### config.mk
export PLATFORM = sky130hd
export DESIGN_NAME = brg_gen
export DESIGN_NICKNAME = d
export VERILOG_FILES = /design/src/rtl/brg_pkg.sv /design/src/rtl/brg_src_sel.sv /design/src/rtl/brg_prescale.sv /design/src/rtl/brg_divider.sv /design/src/rtl/brg_gen.sv
export SDC_FILE = /design/constraint.sdc
export NUM_CORES = 1
export LEC_CHECK = 0
export BUFFER_PORTS_ARGS = -buffer_cell sky130_fd_sc_hd__buf_2
export CORE_AREA = 2 2 131 120
export DETAILED_ROUTE_END_ITERATION = 7
export DIE_AREA = 0 0 133 122
export GPL_ROUTABILITY_DRIVEN = 0
export GPL_TIMING_DRIVEN = 1
export HOLD_SLACK_MARGIN = 0.03
export PLACE_DENSITY_LB_ADDON = 0.15
export RECOVER_POWER = 50
export SLEW_MARGIN = 20
export SYNTH_ARGS = -nofsm -noshare
export SYNTH_HDL_FRONTEND = slang
export SYNTH_SLANG_ARGS = --single-unit
### constraint.sdc
create_clock -name clk -period 1.8 [get_ports clk]
set_input_delay 0.18 -clock clk [delete_from_list [all_inputs] [get_ports clk]]
set_output_delay 0.18 -clock clk [all_outputs]
set_load 0.01 [all_outputs]
### src/rtl/brg_pkg.sv
package brg_pkg;
  localparam int CFG_W     = 32;
  localparam int CNT_LSB   = 1;
  localparam int CNT_W     = 12;
  localparam int PRE_BIT   = 0;
  localparam int SRC_LSB   = 14;
  localparam int EN_BIT    = 16;
  localparam int HOLD_BIT  = 17;
  localparam int PRE_DIV   = 16;
  localparam int PRE_SH    = $clog2(PRE_DIV);
  localparam int RATIO_W   = CNT_W + PRE_SH + 1;

  typedef enum logic [1:0] {
    SRC_REF   = 2'd0,
    SRC_PIN0  = 2'd1,
    SRC_PIN1  = 2'd2,
    SRC_SPARE = 2'd3
  } src_sel_e;

  typedef struct packed {
    logic             hold;
    logic             en;
    src_sel_e         src;
    logic             pre;
    logic [CNT_W-1:0] cnt;
  } brg_ctl_t;
endpackage

### src/rtl/brg_src_sel.sv
module brg_src_sel
  import brg_pkg::*;
#(
  parameter int SYNC = 2
) (
  input  logic       clk,
  input  logic       rst_n,
  input  logic [1:0] pins,
  input  src_sel_e   sel,
  output logic       tick_o
);
  logic [1:0] rise_w;

  for (genvar g = 0; g < 2; g++) begin : g_pin
    logic [SYNC:0] ch_q;
    logic [SYNC:0] ch_d;

    always_comb begin
      ch_d = {ch_q[SYNC-1:0], pins[g]};
    end

    always_ff @(posedge clk or negedge rst_n) begin
      if (!rst_n) ch_q <= '0;
      else        ch_q <= ch_d;
    end

    assign rise_w[g] = ch_q[SYNC-1] & ~ch_q[SYNC];
  end

  always_comb begin
    unique case (sel)
      SRC_PIN0: tick_o = rise_w[0];
      SRC_PIN1: tick_o = rise_w[1];
      default:  tick_o = 1'b1;
    endcase
  end
endmodule

### src/rtl/brg_prescale.sv
module brg_prescale #(
  parameter int DIV = 16
) (
  input  logic clk,
  input  logic rst_n,
  input  logic clr,
  input  logic bypass,
  input  logic tick_i,
  output logic tick_o
);
  localparam int PW = $clog2(DIV);

  logic [PW-1:0] pcnt_q;
  logic [PW-1:0] pcnt_d;
  logic          last;

  assign last = (pcnt_q == PW'(DIV - 1));

  always_comb begin
    pcnt_d = pcnt_q;
    if (clr || bypass) begin
      pcnt_d = '0;
    end else if (tick_i) begin
      pcnt_d = last ? '0 : pcnt_q + 1'b1;
    end
  end

  always_ff @(posedge clk or negedge rst_n) begin
    if (!rst_n) pcnt_q <= '0;
    else        pcnt_q <= pcnt_d;
  end

  assign tick_o = bypass ? tick_i : (tick_i & last);
endmodule

### src/rtl/brg_divider.sv
module brg_divider #(
  parameter int CW = 12
) (
  input  logic          clk,
  input  logic          rst_n,
  input  logic          hold,
  input  logic          en,
  input  logic          tick_i,
  input  logic [CW-1:0] cfg_lim,
  input  logic          cfg_pre,
  output logic [CW-1:0] cnt_o,
  output logic [CW-1:0] lim_o,
  output logic          pre_o,
  output logic          out_o
);
  logic [CW-1:0] cnt_q, cnt_d;
  logic [CW-1:0] lim_q, lim_d;
  logic          pre_q, pre_d;
  logic          out_q, out_d;
  logic          wrap;

  assign wrap = tick_i && (cnt_q == lim_q);

  always_comb begin
    cnt_d = cnt_q;
    lim_d = lim_q;
    pre_d = pre_q;
    if (hold) begin
      cnt_d = '0;
      lim_d = cfg_lim;
      pre_d = cfg_pre;
    end else if (wrap) begin
      cnt_d = '0;
      lim_d = cfg_lim;
      pre_d = cfg_pre;
    end else if (tick_i) begin
      cnt_d = cnt_q + 1'b1;
    end
    out_d = en && !hold && (cnt_q <= (lim_q >> 1));
  end

  always_ff @(posedge clk or negedge rst_n) begin
    if (!rst_n) begin
      cnt_q <= '0;
      lim_q <= '0;
      pre_q <= 1'b0;
      out_q <= 1'b0;
    end else begin
      cnt_q <= cnt_d;
      lim_q <= lim_d;
      pre_q <= pre_d;
      out_q <= out_d;
    end
  end

  assign cnt_o = cnt_q;
  assign lim_o = lim_q;
  assign pre_o = pre_q;
  assign out_o = out_q;
endmodule

### src/rtl/brg_gen.sv
module brg_gen
  import brg_pkg::*;
#(
  parameter int INST_IDX = 1,
  parameter int SYNC     = 2
) (
  input  logic               clk,
  input  logic               rst_n,
  input  logic               cfg_wr,
  input  logic [CFG_W-1:0]   cfg_wdata,
  output logic [CFG_W-1:0]   cfg_rdata,
  input  logic [1:0]         clk_pair_a,
  input  logic [1:0]         clk_pair_b,
  output logic               brg_out,
  output logic [RATIO_W-1:0] ratio_o
);
  localparam bit USE_B = (((INST_IDX - 1) / 2) % 2) == 1;

  logic [CFG_W-1:0] cfg_q, cfg_d;
  brg_ctl_t         ctl;
  logic [1:0]       pins_sel;
  logic             src_tick;
  logic             pre_tick;
  logic             pre_act;
  logic [CNT_W-1:0] div_cnt;
  logic [CNT_W-1:0] div_lim;
  logic [RATIO_W-1:0] base;

  always_comb begin
    cfg_d = cfg_q;
    if (cfg_wr) cfg_d = cfg_wdata;
  end

  always_ff @(posedge clk or negedge rst_n) begin
    if (!rst_n) cfg_q <= '0;
    else        cfg_q <= cfg_d;
  end

  assign ctl.hold = cfg_q[HOLD_BIT];
  assign ctl.en   = cfg_q[EN_BIT];
  assign ctl.src  = src_sel_e'(cfg_q[SRC_LSB +: 2]);
  assign ctl.pre  = cfg_q[PRE_BIT];
  assign ctl.cnt  = cfg_q[CNT_LSB +: CNT_W];

  assign pins_sel = USE_B ? clk_pair_b : clk_pair_a;

  brg_src_sel #(.SYNC(SYNC)) u_src (
    .clk    (clk),
    .rst_n  (rst_n),
    .pins   (pins_sel),
    .sel    (ctl.src),
    .tick_o (src_tick)
  );

  brg_prescale #(.DIV(PRE_DIV)) u_pre (
    .clk    (clk),
    .rst_n  (rst_n),
    .clr    (ctl.hold),
    .bypass (!pre_act),
    .tick_i (src_tick),
    .tick_o (pre_tick)
  );

  brg_divider #(.CW(CNT_W)) u_div (
    .clk     (clk),
    .rst_n   (rst_n),
    .hold    (ctl.hold),
    .en      (ctl.en),
    .tick_i  (pre_tick),
    .cfg_lim (ctl.cnt),
    .cfg_pre (ctl.pre),
    .cnt_o   (div_cnt),
    .lim_o   (div_lim),
    .pre_o   (pre_act),
    .out_o   (brg_out)
  );

  always_comb begin
    base    = RATIO_W'(ctl.cnt) + RATIO_W'(1);
    ratio_o = ctl.pre ? (base << PRE_SH) : base;
  end

  assign cfg_rdata = cfg_q;
endmodule

* Word level (Yosys, flattened, before mapping)
Cells that the tools add are included.
** Word-level totals
- Register bits :: 68
- Bits in latches :: 0
- RAM bits :: 0
- Bits in read-only memories :: 0
- Logic and storage cells :: 43
- Memories kept :: 0
** Cells by class
- Add/sub/neg operators :: 3
- Multipliers :: 0
- Div/mod/pow operators :: 0
- Order comparisons :: 1
- Eq/ne operators :: 4
- Shift operators :: 0
- Muxes and demuxes :: 13
- Bitwise operators :: 5
- Reductions and logical operators :: 9
** Operator list (count)
- $mux 12 :: 5
- $mux 17 :: 1
- $add 12x1->13 const B :: 1
- $add 12x1->12 const B :: 1
- $eq 12x12->1 :: 1
- $le 12x11->1 :: 1
- $mux 4 :: 3
- $add 4x1->4 const B :: 1
- $eq 4x4->1 const B :: 1
- $reduce_bool 2->1 :: 2
- $and 1x1->1 :: 3
- $logic_and 1x1->1 :: 3
- $mux 1 :: 3
- $reduce_bool 3->1 :: 1
- $eq 2x1->1 const B :: 1
- $eq 2x2->1 const B :: 1
- $logic_not 1->1 :: 2
- $not 1->1 :: 2
- $pmux 1 s2 :: 1
- $logic_or 1x1->1 :: 1

* Logic depth before layout (Yosys ltp)
- Depth after elaboration :: 8
- Gate-level depth with buffers :: 8

* Cells and area by module
A second synthesis with hierarchy kept.
** Second synthesis, totals
- Cell total of the unflattened synthesis :: 307
- Area total of the unflattened synthesis :: 3558.4 um^2
** By module, submodules not included
- brg_divider :: instances 1, cells an instance 146, area each 1579.0 um^2, seq. area each 650.6 um^2
- brg_gen :: instances 1, cells an instance 126, area each 1552.7 um^2, seq. area each 800.8 um^2
- brg_prescale :: instances 1, cells an instance 21, area each 217.7 um^2, seq. area each 100.1 um^2
- brg_src_sel :: instances 1, cells an instance 14, area each 209.0 um^2, seq. area each 150.1 um^2

* Least setup slack after synthesis
No wires, ideal clock.
- Path kind :: reg2reg
- Start point :: reg cfg_q[14] (netlist: cfg_rdata[14])
- End point :: reg u_div.lim_q[10] (netlist: u_div.lim_o[10])
- Setup time :: 0.125 ns
- Arrival time :: 1.948 ns
- Data required time :: 1.675 ns
- Setup slack :: -0.273 ns
- Stages on the path, launching flop included :: 8
- Path buffers :: 1
- Cells stage by stage :: dfrtp_1 > inv_1 > ha_1 > and3b_1 > o32a_1 > a21oi_4 > buf_6 > mux2_4
** Between the ends
- Cells in the longest elaborated chain, start to end :: 6
** Ends and longest elaborated chain
- start, declared :: line brg_gen.sv:19 : logic [CFG_W-1:0] cfg_q, cfg_d;
- start signal, assigned :: line brg_gen.sv:36 : else cfg_q <= cfg_d;
- $eq 2x2->1 or $eq 2x1->1 (tied branches) :: line brg_src_sel.sv:31 : unique case (sel)
- $pmux 1 s2 * :: line brg_src_sel.sv:31
- $and 1x1->1 :: line brg_prescale.sv:33 : assign tick_o = bypass ? tick_i : (tick_i & last);
- $mux 1 * :: line brg_prescale.sv:33
- $logic_and 1x1->1 * :: line brg_divider.sv:22 : assign wrap = tick_i && (cnt_q == lim_q);
- $reduce_bool 2->1 (no line) *
- end signal, assigned :: line brg_divider.sv:50 : lim_q <= lim_d;
- end, declared :: line brg_divider.sv:17 : logic [CW-1:0] lim_q, lim_d;
Every way passes the cells marked *; elsewhere a longest branch is shown, timed or not.
A chain may end at the register's enable or synchronous reset.

* Worst setup path after layout
- Start point :: reg cfg_q[15] (netlist: cfg_rdata[15])
- End point :: reg u_div.lim_q[0] (netlist: u_div.lim_o[0])
Same word-level chain as after synthesis.

==> results.md <==
* Placed inst area at 0.00467 mm2
* Post-synth top area share at 46.3%
* Hold Crit Class: input pin to flop
* Commonest non-fill, non-tap cell in the layout: buf_2
* Core area at 0.0150 mm2
* Crit-path max cell delay at 0.42 ns
* Period minus WS final at 1.96 ns
* DRT iter0 DRCs at 100
* Number of flops mapped to enable cells by yosys at 0
* Rows at 43
* Final net count at 536
* Vias at 3028
* Pwr per Cell Area at 934 mW/mm2
* # fillers at 1484
* Wire per inst at 14.3 um
* CTS Buffer Depth at 2
* Net Count, Synth at 392
* MaxCap Viol Count at 0
* Share of cells above drive strength 1 at 54.1%
* Clock Sinks at 68
* Worst slew margin at 42.5%
* Critical path type: flop to flop
* Hpwl dp at 7100 um
* Hold slack at 0.0519 ns
* Clk network pwr share at 35.9%
* Register area at 0.00171 mm2
* Fmax at 510 MHz
* Pin count of the biggest net entering global routing at 39
* CP Capture Type: flop
* Post-synthesis register bit count at 68
* Combinational share of power at 27.2%
* Int Pwr at 3.59 mW
* Congestion Overflow GR at 0
* Drt total wl at 9830 um
* Sw Share at 29.6%
* Fin. Hold Viols at 0
* Total Neg Setup Slack at -3.15 ns
* Failing checks: setup timing
* Post-layout instance area at 0.00546 mm2
* FFs w/ async S/R, synth at 100%
* RSZ-0062 raised after global routing: yes
* Clk_skew at 0.00587 ns
* Syn Area/Cell at 10.9 um2
* Leak at 2.54 nW
* Worst-skew pair later-pin latency at 0.34 ns
* CP max stage cell: dfrtp_1
* Mapped cell area at 0.00367 mm2
* Critical path's top delay family: compound AO/OA/AOI/OAI gates
* Number of global-route vias before repair at 3097
* YS warnings at 0
* Area grow syn2layout at 48.6%
* Synth Instances at 337
* DRC viols at 0
* Initial core utilization at 24.5%
* Die H at 122 um
* Most frequent cells in the layout: 85 x buf_2, 62 x dfrtp_1, 45 x buf_4
* Max Fanout on Critical Path at 13
* DR pass1 iterations at 6
* Final slew viol count at 0
* Initial antenna violation count at 0
* Post-layout util at 36.4%
* Fin crit share at 109%
* CTS buffer count at 9
* Seq/Total Area, Yosys at 46.3%
* Crit path required time at 2.02 ns
* Sequential Power Share at 37.0%
* Unique masters post-synth at 48
* Clock Pin Slew Worst Setup and Hold Paths at 0.06 ns
* TritonCTS clock tree: yes
* Antenna diode count at 0
* Setup crit start kind: flop
* H-tree Lvls at 3
* GRT Resource Usage Total at 12.6%
* Setup ws final at -0.160 ns
* Endpoints failing setup at 32
* Die area at 0.0162 mm2
* Top post-synthesis cells by area: dfrtp_1 46%, mux2_2 9.2%, ha_1 5.5%
* First-pass GRT wire length at 16000 um
* Maximum vdd drop at 0.619 mV
* Critical path, cell by cell: inv_2 -> ha_2 -> and3b_1 -> o32a_1 -> a21oi_4 -> buf_12 -> mux2_4
* Worst Max-Slew Pin Slew at 0.862 ns
* Arr. time, crit path at 2.18 ns
* Status: finished with violations
* # IOs at 89
* Top_reg_cell synth: dfrtp_1
* Multi-input logic area at 0.00214 mm2
* P_sw at 1.51 mW
* Vias per cell at 4.40
* Root buffer cell: clkbuf_16
* Input/output buffers at 86
* Post-route ant nets at 0
* Pwr Total at 5.10 mW
* Die Wd at 133 um
* Cell taking the most area after synthesis: dfrtp_1
* Buf+Inv Stages, Crit Path at 2
## registers in the layout (all words and copies together) (netlist names)
signal            flops
cfg_rdata            32
u_div.cnt_o          12
u_div.lim_o          12
u_div.out_o           1
u_div.pre_o           1
u_pre.pcnt_q          4
u_src.g_pin.ch_q      6
## routing by layer
layer | part of all wire (%) | GRT usage (%)
met1 | 47 | 15.8
met2 | 47 | 20.4
met3 | 5.1 | 5.04
met4 | 0.88 | 3.16
met5 | 0 | 0
## kinds of logic after synthesis
family / share of synthesized area, %
AO/OA/AOI/OAI: 9.06
XOR/XNOR: 5.25
adder cells (fa/ha/maj): 5.45
buffers and inverters: 4.43
flip-flops: 46.3
multiplexers: 14.9
AND/OR/NAND/NOR: 14.5
## synth_stat cells (all sizes together) (2+ instances only)
master,n
o21ai,11
buf,8
xor2,5
and3b,2
o211ai,2
ha,16
nor2,27
a21o,2
a21oi,9
a211oi,4
nor2b,7
nand4,8
o21a,2
nand2,21
and3,8
and2,2
xnor2,17
dfrtp,68
or3,4
a22o,6
clkbuf,7
mux2,38
o31ai,5
inv,18
nor4b,2
nand3,12
mux2i,9
nor3,6
## timing repair
item	4_1_cts	5_1_grt
hold buffers	3	0
endpoints found under the hold margin	32	0
gates resized for setup	50	36
gates cloned	0	0
setup buffers	6	4
pin swaps	28	28
setup endpoints to repair	37	41
## path summary, 6_finish.rpt
check / to / slack [ns] / from / cells after the start
setup reg to reg: u_div.lim_o[0]$_DFFE_PN0P_ / -0.16 / cfg_rdata[15]$_DFFE_PN0P_ / 7
max in group asynchronous: u_div.cnt_o[0]$_DFFE_PN0P_ / 0.24 / rst_n / 3
hold reg to reg: u_src.g_pin[0].ch_q[1]$_DFF_PN0_ / 0.35 / u_src.g_pin[0].ch_q[0]$_DFF_PN0_ / 0
setup / recovery: u_div.lim_o[0]$_DFFE_PN0P_ / -0.16 / cfg_rdata[15]$_DFFE_PN0P_ / 7
hold / removal: cfg_rdata[15]$_DFFE_PN0P_ / 0.05 / cfg_wdata[15] / 3
min in group asynchronous: u_div.cnt_o[4]$_DFFE_PN0P_ / 0.49 / rst_n / 2
## final cells by class
| cell class | count | area share [%] |
|---|---|---|
| repair buffers | 148 | 17.8 |
| inverters | 19 | 1.31 |
| clock buffers | 11 | 4.63 |
| clock inverters | 5 | 1.10 |
| well taps | 202 | 4.63 |
| multi-input cells | 235 | 39.2 |
| flip-flops and latches | 68 | 31.3 |
## power by group through the flow
stage | logic [mW] | clock network, mW | registers, mW
floorplan | 0.635 | 0 | 1.89
global placement | 1.17 | 0 | 1.88
detailed placement | 1.19 | 0 | 1.89
CTS | 1.29 | 1.91 | 1.87
global route | 1.54 | 1.96 | 1.91
finish | 1.38 | 1.83 | 1.88
## tightest hold or removal path, stage by stage
cell     delay [ns]
buf_2          0.07
nand2_1        0.04
o21ai_0        0.06
## metrics by stage
step | setup slack (ns) | cells
floorplan | -0.215 | 337
global placement | -0.111 | 659
CTS | -0.180 | 684
detailed placement | -0.181 | 659
finish | -0.160 | 688
global route | -0.278 | 688
Note: power is estimated with default switching activity, not from simulation.
